File: src/rtl/wdm_pkg.sv
package wdm_pkg;

  // Control bundle handed from the top to the window counter.
  typedef struct packed {
    logic hold;       // reset active or line undriven
    logic tick;       // timebase sample
    logic edge_pend;  // a level change waits to be consumed
  } wdm_ctl_t;

  function automatic int unsigned wdm_cnt_width(input int unsigned limit);
    return (limit < 2) ? 1 : $clog2(limit + 1);
  endfunction

endpackage

File: src/rtl/wdm_sync_edge.sv
module wdm_sync_edge #(
  parameter int unsigned SYNC_STAGES = 2
) (
  input  logic clk,
  input  logic rst_n,
  input  logic level_in,
  input  logic hold,
  input  logic tick,
  output logic edge_pend
);

  localparam int unsigned LAST = SYNC_STAGES - 1;

  logic [SYNC_STAGES-1:0] sync_q;
  logic                   prev_q;
  logic                   latch_q;
  logic                   latch_d;
  logic                   edge_now;

  // Synchronizer chain, one flop per stage.
  for (genvar s = 0; s < SYNC_STAGES; s++) begin : g_sync
    if (s == 0) begin : g_first
      always_ff @(posedge clk or negedge rst_n) begin
        if (!rst_n) sync_q[s] <= 1'b0;
        else        sync_q[s] <= level_in;
      end
    end else begin : g_next
      always_ff @(posedge clk or negedge rst_n) begin
        if (!rst_n) sync_q[s] <= 1'b0;
        else        sync_q[s] <= sync_q[s-1];
      end
    end
  end

  assign edge_now = sync_q[LAST] ^ prev_q;

  // The latch keeps a change until the next tick, and is dropped while held.
  always_comb begin
    latch_d = latch_q;
    if (hold || tick) latch_d = 1'b0;
    else if (edge_now) latch_d = 1'b1;
  end

  always_ff @(posedge clk or negedge rst_n) begin
    if (!rst_n) begin
      prev_q  <= 1'b0;
      latch_q <= 1'b0;
    end else begin
      prev_q  <= sync_q[LAST];
      latch_q <= latch_d;
    end
  end

  assign edge_pend = !hold && (latch_q || edge_now);

endmodule

File: src/rtl/wdm_window_ctr.sv
module wdm_window_ctr
  import wdm_pkg::*;
#(
  parameter int unsigned TIMEOUT_TICKS = 1600,
  localparam int unsigned CNT_W = wdm_cnt_width(TIMEOUT_TICKS)
) (
  input  logic             clk,
  input  logic             rst_n,
  input  wdm_ctl_t         ctl,
  output logic [CNT_W-1:0] cnt_q,
  output logic             expired_q,
  output logic             expired_d
);

  localparam logic [CNT_W-1:0] LIMIT = CNT_W'(TIMEOUT_TICKS);

  logic [CNT_W-1:0] cnt_d;
  logic             cnt_en;

  assign cnt_en = ctl.hold || ctl.tick;

  always_comb begin
    cnt_d     = cnt_q;
    expired_d = expired_q;
    if (ctl.hold) begin
      cnt_d     = '0;
      expired_d = 1'b0;
    end else if (ctl.tick) begin
      if (ctl.edge_pend) begin
        cnt_d     = '0;
        expired_d = 1'b0;
      end else if (!expired_q) begin
        cnt_d     = cnt_q + 1'b1;
        expired_d = (cnt_q + 1'b1) == LIMIT;
      end
    end
  end

  always_ff @(posedge clk or negedge rst_n) begin
    if (!rst_n) begin
      cnt_q     <= '0;
      expired_q <= 1'b0;
    end else if (cnt_en) begin
      cnt_q     <= cnt_d;
      expired_q <= expired_d;
    end
  end

endmodule

File: src/rtl/wdm_out_stage.sv
module wdm_out_stage (
  input  logic clk,
  input  logic rst_n,
  input  logic supply_ok,
  input  logic expired_d,
  output logic wdo_n
);

  logic flag_d;

  assign flag_d = supply_ok && !expired_d;

  always_ff @(posedge clk or negedge rst_n) begin
    if (!rst_n) wdo_n <= 1'b1;
    else        wdo_n <= flag_d;
  end

endmodule

File: src/rtl/wdog_float_mon.sv
module wdog_float_mon
  import wdm_pkg::*;
#(
  parameter int unsigned TIMEOUT_TICKS = 1600,
  parameter int unsigned SYNC_STAGES   = 2,
  localparam int unsigned CNT_W = wdm_cnt_width(TIMEOUT_TICKS)
) (
  input  logic clk,
  input  logic rst_n,
  input  logic wd_level,
  input  logic wd_float,
  input  logic sup_rst,
  input  logic supply_ok,
  input  logic tick,
  output logic wdo_n
);

  logic             hold;
  logic             edge_pend;
  logic [CNT_W-1:0] cnt_q;
  logic             expired_q;
  logic             expired_d;
  wdm_ctl_t         ctl;

  assign hold = sup_rst || wd_float;

  assign ctl.hold      = hold;
  assign ctl.tick      = tick;
  assign ctl.edge_pend = edge_pend;

  wdm_sync_edge #(.SYNC_STAGES(SYNC_STAGES)) u_edge (
    .clk      (clk),
    .rst_n    (rst_n),
    .level_in (wd_level),
    .hold     (hold),
    .tick     (tick),
    .edge_pend(edge_pend)
  );

  wdm_window_ctr #(.TIMEOUT_TICKS(TIMEOUT_TICKS)) u_ctr (
    .clk      (clk),
    .rst_n    (rst_n),
    .ctl      (ctl),
    .cnt_q    (cnt_q),
    .expired_q(expired_q),
    .expired_d(expired_d)
  );

  wdm_out_stage u_out (
    .clk      (clk),
    .rst_n    (rst_n),
    .supply_ok(supply_ok),
    .expired_d(expired_d),
    .wdo_n    (wdo_n)
  );

endmodule

File: config.mk
export PLATFORM = sky130hd
export DESIGN_NAME = wdog_float_mon
export DESIGN_NICKNAME = d
export VERILOG_FILES = /design/src/rtl/wdm_pkg.sv /design/src/rtl/wdm_sync_edge.sv /design/src/rtl/wdm_window_ctr.sv /design/src/rtl/wdm_out_stage.sv /design/src/rtl/wdog_float_mon.sv
export SDC_FILE = /design/constraint.sdc
export NUM_CORES = 1
export LEC_CHECK = 0
export ABC_AREA = 1
export CORE_MARGIN = 1.5
export CORE_UTILIZATION = 45
export CTS_BUF_LIST = sky130_fd_sc_hd__clkbuf_8 sky130_fd_sc_hd__clkbuf_16
export CTS_CLUSTER_SIZE = 20
export DETAILED_ROUTE_END_ITERATION = 10
export SYNTH_ARGS = -nofsm -noshare
export SYNTH_HDL_FRONTEND = slang
export SYNTH_SLANG_ARGS = --single-unit
File: constraint.sdc
create_clock -name clk -period 2.4 [get_ports clk]
set_clock_uncertainty 0.2 [all_clocks]
set_input_delay 0.48 -clock clk [delete_from_list [all_inputs] [get_ports clk]]
set_output_delay 0.48 -clock clk [all_outputs]
set_load 0.01 [all_outputs]
* Yosys cells after proc, flatten, opt, wreduce, memory -nomap -nowiden *
Cells that the tools add are included.

word-level totals
  flip-flop bits (word level) = 17
  output and inout port bits = 1

cells by class
  $add $sub $neg = 1
  equal/unequal tests = 2
  muxes and demuxes = 10
  bitwise operators = 1
  reductions and logical operators = 10

operators with widths
  cell                                           number
  two-way mux 11 bit                             4
  adder 11 x 1 -> 11 bit, second input constant  1
  equality test 11 bit, second input constant    1
  two-way mux 1 bit                              6
  nonzero test 2 bit                             2
  logical OR 1 bit                               3
  != test 3 bit, second input constant           1
  AND reduction 3 bit                            1
  logical AND 1 bit                              2
  logical NOT 1 bit                              2
  bitwise XOR 1 bit                              1

* Depth between registers and ports, before layout *
Gate-level depths: netlist of the first run.

  word-level depth = 8
  mapped depth = 10
  mapped depth without buffers = 10

* By module *
A second synthesis of the first run with hierarchy kept.

second synthesis, totals
  cell total of the unflattened synthesis = 136
  area total of the unflattened synthesis = 984.7 um2

modules (own cells, without submodules)
  module          instances  cells each  area each (um2)  sequential area each (um2)
  wdm_window_ctr  1          113         782.0            300.3
  wdm_sync_edge   1          17          155.1            100.1
  wdm_out_stage   1          3           36.3             26.3
  wdog_float_mon  1          3           11.3             0.0

* Worst setup path before layout of the first run *
No wires, ideal clock.

  kind = in2reg
  from = input port wd_float
  to = register u_ctr.cnt_q[2]
  library setup time = 121 ps
  data arrival time = 1224 ps
  required time = 2079 ps
  path slack = 854 ps
  cell stages on the path = 8
  cell sequence = nor2_1 inv_1 nor2_1 nor2_1 nand3_1 inv_2 o21ai_0 o21ai_1

on the way
  longest elaborated chain between the ends = 6
  elaborated cells between the ends (all ways) = 10

RTL lines
  element               RTL line              text
  start, declared       wdog_float_mon.sv:11  input logic wd_float,
  logical OR 1 bit (*)  wdog_float_mon.sv:25  assign hold = sup_rst || wd_float;
  logical NOT 1 bit     wdm_sync_edge.sv:54   assign edge_pend = !hold && (latch_q || edge_now);
  logical AND 1 bit     wdm_sync_edge.sv:54
  two-way mux 11 bit    wdm_window_ctr.sv:29  if (ctl.edge_pend) begin
  two-way mux 11 bit    wdm_window_ctr.sv:28  end else if (ctl.tick) begin
  two-way mux 11 bit    wdm_window_ctr.sv:25  if (ctl.hold) begin
  end signal, assigned  wdm_window_ctr.sv:44  cnt_q <= cnt_d;
  end, declared         wdm_window_ctr.sv:10  output logic [CNT_W-1:0] cnt_q,

Mark *: on every way between the ends. The rest lies on a longest branch, timed or not. The select of a mux whose other input is x is not followed.
A chain may end at the register's enable or synchronous reset.

* Worst setup path after layout of the first run *
  from = register u_out.wdo_n
  to = output port wdo_n

RTL lines
  element                 RTL line              text
  start, declared         wdm_out_stage.sv:6    output logic wdo_n
  start signal, assigned  wdm_out_stage.sv:15   else wdo_n <= flag_d;
  end, declared           wdog_float_mon.sv:15  output logic wdo_n

No word-level cell between the ends.

==> reports/results.md, run 1 <==
| Item | Reported |
|---|---|
| Cell-by-cell trace of the critical path | clkdlybuf4s50_1 |
| Number of max-capacitance violations reported | 0 |
| Clock latency on the worst-skew pair | 0.25 ns |
| Largest buffer count on any clock path | 2 |
| Vias per cell | 5.01 |
| I/O Pins | 8 |
| Worst max-slew margin expressed relative to the limit | 79.7% |
| Post-synth net total | 127 |
| Vias in the first global route | 635 |
| Starting utilization of the core area | 49.8% |
| CTS tree | done |
| Clock Tree Root | clkbuf_8 |
| Pleak | 0.493 nW |
| Average wire per cell in the routed design | 11.1 µm |
| Crit-path max cell delay | 0.52 ns |
| Most common cell after layout, fill and taps aside | nand2_1 |
| Final number of max-transition violations | 0 |
| Core occupancy in the finished layout | 58.5% |
| Deepest level of the CTS H-tree | 1 |
| Final ANT Viol Nets | 0 |
| Unrepaired setup endpoints after global routing | no |
| Cells taking the most area after synthesis | dfrtp_1 (45%), nand2_1 (15%), inv_1 (8.0%) |
| Summed area of non-filler cells in the final layout | 0.00104 mm² |
| Total of endpoints with negative setup slack in the final report | 0 |
| TritonCTS sink count | 17 |
| Count of TritonRoute iterations in the first routing pass | 4 |
| Detailed Place HPWL | 1300 µm |
| Path category of the worst min-delay check | register to register |
| Most frequent cells in the layout | nand2_1 (35), inv_1 (20), dfrtp_1 (16) |
| Number of antenna diodes | 0 |
| Layout overhead on the synthesized area | 17.3% |
| Count of buffers from port buffering | 7 |
| Outcome | completed |
| Total Negative Setup Slacks | 0 ns |
| Full die area | 0.00225 mm² |
| Routed wire length | 1730 µm |
| Clock-pin slew reported for the worst setup and hold paths after clock tree synthesis | 0.06 ns |
| Startpoint types | register |
| Number of antenna violations at the first check in global routing | 0 |
| Sequential fraction of the synthesis area | 48.0% |
| Hold slack final | 0.153 ns |
| Total number of vias | 782 |
| Post-Syn Instances | 119 |
| WP data arrival | 1.29 ns |
| Gp weighted congestion | 0.848 |
| Count of cell types in the netlist | 18 |
| Pwr dens | 540 mW/mm² |
| # hold bufs at CTS | 0 |
| Fraction of final layout cells with drive strength greater than 1 | 6.87% |
| Crit path max-delay cell type | dfstp_2 |
| Total congestion overflow after global routing | 0 |
| Floorplan die height | 47.4 µm |
| Final Worst Setup Slack | 0.429 ns |
| X dimension of the die | 47.4 µm |
| Crit-path leading delay family | flip-flops |
| Core outline area | 0.00178 mm² |
| Top fanout value on the critical path | 1 |
| Bufs and invs on worst path | 1 |
| Max Clock Freq | 507 MHz |
| Final nets | 140 |
| Portion of the clock cycle consumed by the worst path in the final layout | 82.1% |
| Seq cells post-synth | 17 |
| Final Hold Viols | 0 |
| Cell area after placement | 997 µm² |
| Wire length of the first global-routing pass | 2710 µm |
| Cell type contributing the most total cell area after synthesis | dfrtp_1 |
| First-iteration detailed-routing DRC count | 22 |
| Worst Tran Pin Value | 0.304 ns |
| Worst setup EP type | output pin |
| Worst setup path category | register to output pin |
| Average size of a mapped cell | 7.47 µm² |
| Maximum number of pins on one net before global-route repair | 18 |
| CTS resizes | 0 |
| Combined area of all synthesized cells | 888 µm² |
| Number of rows created at floorplan | 15 |
| CTS Buf Count | 3 |
| Synth top area share | 45.1% |
| Overall routing resource usage | 18.1% |
| Pre-CTS worst setup slack | 0.222 ns |
| Final critical-path required period | 1.97 ns |
| Required @ worst endpoint | 1.72 ns |
| Remaining DRCs | 0 |
| IR Drop Worst-Case VDD | 0.316 mV |
| Syn. warnings | 0 |
| Number of post-CTS setup repair buffers | 0 |
## Yosys cell counts, drive strengths merged
cell type and number:
nand2 35, inv 20, dfrtp 16, nor2 15, nand3 13, o21ai 8, o22ai 4, a21oi 3
a21boi 1, dfstp 1, ha 1, nand4 1, xor2 1
## power by group
group,internal [mW],total [mW],switching [mW]
clock network,0.113,0.205,0.0917
logic,0.0222,0.0480,0.0258
registers,0.300,0.309,0.00950
## area by class of cell
class | instances | area (µm²)
Clock inverter | 1 | 3.75
Multi-Input combinational cell | 82 | 387
Sequential cell | 17 | 427
Timing Repair Buffer | 8 | 77.6
Inverter | 20 | 75.1
Tap cell | 25 | 31.3
Fill cell | 165 | 741
Clock buffer | 3 | 41.3
## layer usage
metal,GRT usage (%),part of all wire [%],vias up
li1,-,-,401
met1,25.4,48,356
met2,26.5,45,20
met3,3.40,4.7,5
met4,10.0,2.0,0
met5,0,0,-
## worst paths after layout
| check | from | to | slack, ns | depth (start not counted) |
|---|---|---|---|---|
| min reg2reg | u_edge.sync_q[0]$_DFF_PN0_ | u_edge.sync_q[1]$_DFF_PN0_ | 0.15 | 0 |
| max reg2reg | u_ctr.cnt_q[0]$_DFFE_PN0P_ | u_ctr.expired_q$_DFFE_PN0N_ | 0.64 | 9 |
| max in group asynchronous | rst_n | u_out.wdo_n$_DFF_PN1_ | 1.39 | 2 |
| min in group asynchronous | rst_n | u_ctr.cnt_q[5]$_DFFE_PN0P_ | 0.36 | 2 |
| max | u_out.wdo_n$_DFF_PN1_ | wdo_n | 0.43 | 1 |
| min | u_edge.sync_q[0]$_DFF_PN0_ | u_edge.sync_q[1]$_DFF_PN0_ | 0.15 | 0 |
## sequential cells by signal, summed over array words and instances (netlist names)
name and cells:
u_ctr.cnt_q 11, u_edge.sync_q 2, u_ctr.expired_q 1, u_edge.latch_q 1, u_edge.prev_q 1, u_out.wdo_n 1
## per-stage QoR
step	instances	power [mW]
final	156	0.562
after global placement	152	0.364
after CTS	156	0.568
after detailed placement	152	0.363
after global routing	156	0.590
after floorplan	119	0.338
## cells by family after synthesis
kind of cell | synth area share, %
flops | 48.0
xor+xnor | 0.986
buf+inv | 8.45
compound gates | 11.1
simple gates | 30.0
fa+ha+maj | 1.41
No activity file was read; power rests on OpenSTA's default activity.
==> inputs of run 2 (changes only) <==
--- a/config.mk
+++ b/config.mk
@@ -11,6 +11,7 @@
 export CTS_BUF_LIST = sky130_fd_sc_hd__clkbuf_8 sky130_fd_sc_hd__clkbuf_16
 export CTS_CLUSTER_SIZE = 20
 export DETAILED_ROUTE_END_ITERATION = 10
+export PLACE_DENSITY = 0.67
 export SYNTH_ARGS = -nofsm -noshare
 export SYNTH_HDL_FRONTEND = slang
 export SYNTH_SLANG_ARGS = --single-unit
==> constraint.sdc (replaced) <==
create_clock -name clk -period 1.74 [get_ports clk]
set_clock_uncertainty 0.2 [all_clocks]
set_input_delay 0.348 -clock clk [delete_from_list [all_inputs] [get_ports clk]]
set_output_delay 0.348 -clock clk [all_outputs]
set_load 0.01 [all_outputs]
==> run 2 against run 1 <==
Register-to-register slack got worse by 0.50 ns. Die area stayed put. Hold slack better by 0.023 ns. Global-route usage grew 1.6 points. Sequential power grew 39%. Non-clock buffer count grew 8. Combinational power increased by 130%. Design area increased by 9.0%. Utilization grew 5.3 points. Flip-flop and latch count unchanged. Via count is 5.4% higher. Critical path type is now primary input to register. Critical endpoint is now u_ctr.cnt_q[2]$_DFFE_PN0P_. Largest cell class unchanged.
==> reports/results.md, run 2 (same netlist as run 1, synthesis figures left out) <==
| Item | Reported |
|---|---|
| Source of the worst register-to-register timing path | u_ctr.cnt_q[3]$_DFFE_PN0P_ |
| Path category of the worst min-delay check | register to register |
| Bufs and invs on worst path | 3 |
| Number of max-capacitance violations reported | 0 |
| Crit path max-delay cell type | clkdlybuf4s50_1 |
| Average wire per cell in the routed design | 11.8 µm |
| Count of buffers from port buffering | 7 |
| Register with the highest flop count | u_ctr.cnt_q |
| Logic depth of the worst path, buffers included | 9 |
| Final ANT Viol Nets | 0 |
| Power, Total | 821 µW |
| Number of rows created at floorplan | 15 |
| Worst Tran Pin Value | 0.224 ns |
| Final nets | 148 |
| Most frequent cells in the layout | nand2_1 (33), inv_1 (18), dfrtp_1 (16) |
| Launch point of the worst path | wd_float |
| Clock latency on the worst-skew pair | 0.25 ns |
| Floorplan die height | 47.4 µm |
| Unrepaired setup endpoints after global routing | yes |
| Pleak | 0.529 nW |
| Startpoint of the most critical hold path | u_edge.sync_q[0]$_DFF_PN0_ |
| Total of endpoints with negative setup slack in the final report | 0 |
| Total congestion overflow after global routing | 0 |
| Net switching share of the total power | 23.6% |
| Summed area of non-filler cells in the final layout | 0.00114 mm² |
| Relative contribution of sequential cells to total power | 52.3% |
| TritonCTS sink count | 17 |
| Number of flip-flops in the largest register | 11 |
| Worst Hold Depth | 0 |
| Final Hold Viols | 0 |
| Starting utilization of the core area | 49.8% |
| X dimension of the die | 47.4 µm |
| Clock-pin slew reported for the worst setup and hold paths after clock tree synthesis | 0.06 ns |
| Routed wire length | 1940 µm |
| Core outline area | 0.00178 mm² |
| Reg2Reg Setup Slack | 0.14 ns |
| Min-Delay Endpoint | u_edge.sync_q[1]$_DFF_PN0_ |
| Portion of total power attributed to combinational logic | 13.5% |
| Switching Power | 194 µW |
| Portion of the clock cycle consumed by the worst path in the final layout | 93.2% |
| Proportion of power drawn by the clock network | 34.2% |
| Core occupancy in the finished layout | 63.7% |
| Internal power | 628 µW |
| Largest registers ranked by flip-flop count | u_ctr.cnt_q (11), u_edge.sync_q (2) |
| Gp weighted congestion | 0.828 |
| Wire length of the first global-routing pass | 3010 µm |
| Clock Tree Root | clkbuf_8 |
| Count of TritonRoute iterations in the first routing pass | 4 |
| Largest buffer count on any clock path | 2 |
| I/O Pins | 8 |
| Number of antenna violations at the first check in global routing | 0 |
| # hold bufs at CTS | 0 |
| Final number of max-transition violations | 0 |
| Layout overhead on the synthesized area | 27.9% |
| CTS tree | done |
| Pwr dens | 723 mW/mm² |
| Deepest level of the CTS H-tree | 1 |
| Final critical-path required period | 1.62 ns |
| Worst Reg2Reg Path Length in Cells | 8 |
| Fraction of final layout cells with drive strength greater than 1 | 18.7% |
| Crit-path leading delay family | buffers and inverters |
| Cell area after placement | 0.00106 mm² |
| Cell-by-cell trace of the critical path | clkdlybuf4s50_1 -> nor2_1 -> inv_1 -> nor2_2 -> nor2_2 -> nand3_1 -> inv_2 -> o21ai_0 -> o21ai_1 |
| First-iteration detailed-routing DRC count | 21 |
| WP data arrival | 1.60 ns |
| Worst max-slew margin expressed relative to the limit | 85.0% |
| Filler cell count | 156 |
| Worst setup EP type | register |
| Overall routing resource usage | 19.7% |
| Worst setup path category | primary input to register |
| Detailed Place HPWL | 1440 µm |
| Outcome | completed |
| Vias in the first global route | 737 |
| Crit-path max cell delay | 0.46 ns |
| Number of antenna diodes | 0 |
| Required @ worst endpoint | 1.72 ns |
| Startpoint types | primary input |
| IR Drop Worst-Case VDD | 0.727 mV |
| Max Clock Freq | 617 MHz |
| CTS Buf Count | 3 |
| Vias per cell | 5.02 |
| Cell seen most often among critical-path stages | nor2_2 |
| Full die area | 0.00225 mm² |
| Top fanout value on the critical path | 7 |
| Total number of vias | 824 |
| Remaining DRCs | 0 |
| Most common cell after layout, fill and taps aside | nand2_1 |
| Maximum number of pins on one net before global-route repair | 18 |
| Endpoint of the worst-slack reg-to-reg timing path | u_ctr.expired_q$_DFFE_PN0N_ |
==> run 2: routing by layer <==
metal / track usage [%] / up-vias / part of all wire (%)
li1: - / 414 / -
met1: 24.4 / 379 / 45
met2: 32.7 / 27 / 47
met3: 7.92 / 4 / 7.6
met4: 3.89 / 0 / 1.1
met5: 0 / - / 0
==> run 2: worst register-to-register path, stage by stage, from the launching register on <==
cell,delay (ns)
dfrtp_1,0.46
nand2_1,0.14
nor2_1,0.17
nand2_1,0.08
nand2_1,0.05
nand2_1,0.08
nor2_1,0.11
nand3_1,0.11
a21boi_1,0.13
==> run 2: timing repair <==
| action | in CTS | in global routing |
|---|---|---|
| setup endpoints to repair | 3 | 10 |
| buffers inserted | 0 | 0 |
| gates resized for setup | 2 | 11 |
| pin swaps | 0 | 2 |
==> run 2: worst max path at each step <==
stage | slack (ns) | endpoint
2_1_floorplan | 0.22 | u_ctr.expired_q$_DFFE_PN0N_
3_3_place_gp | -0.16 | u_ctr.cnt_q[5]$_DFFE_PN0P_
3_5_place_dp | -0.28 | u_ctr.cnt_q[6]$_DFFE_PN0P_
4_1_cts | 0.07 | u_out.wdo_n$_DFF_PN1_
5_1_grt | -0.01 | u_ctr.expired_q$_DFFE_PN0N_
6_report | 0.12 | u_ctr.cnt_q[2]$_DFFE_PN0P_
==> run 2: final cells by class <==
| cell class | instances | area [µm²] | share of cell area (%) |
|---|---|---|---|
| Clock buffer | 3 | 41.3 | 3.63 |
| Clock inverter | 1 | 3.75 | 0.330 |
| Inverter | 20 | 75.1 | 6.61 |
| Multi-Input combinational cell | 82 | 422 | 37.1 |
| Sequential cell | 17 | 427 | 37.6 |
| Tap cell | 25 | 31.3 | 2.75 |
| Timing Repair Buffer | 16 | 136 | 12.0 |
==> run 2: metrics by stage <==
stage	setup WS, ns	hold WS, ns	TNS (ns)	std cells
after global placement	-0.155	0.132	-1.47	160
after detailed placement	-0.276	0.154	-2.56	160
after global routing	-0.0116	0.184	-0.0116	164
final	0.119	0.176	0	164
after floorplan	0.223	-0.148	0	119
after CTS	0.0735	0.172	0	164
==> run 2: power groups by stage <==
stage / clock (mW) / sequential, mW / combinational [mW]
finish: 0.281 / 0.430 / 0.111
global route: 0.307 / 0.431 / 0.125
CTS: 0.288 / 0.424 / 0.104
detailed placement: 0 / 0.431 / 0.105
global placement: 0 / 0.429 / 0.0989
floorplan: 0 / 0.433 / 0.0337
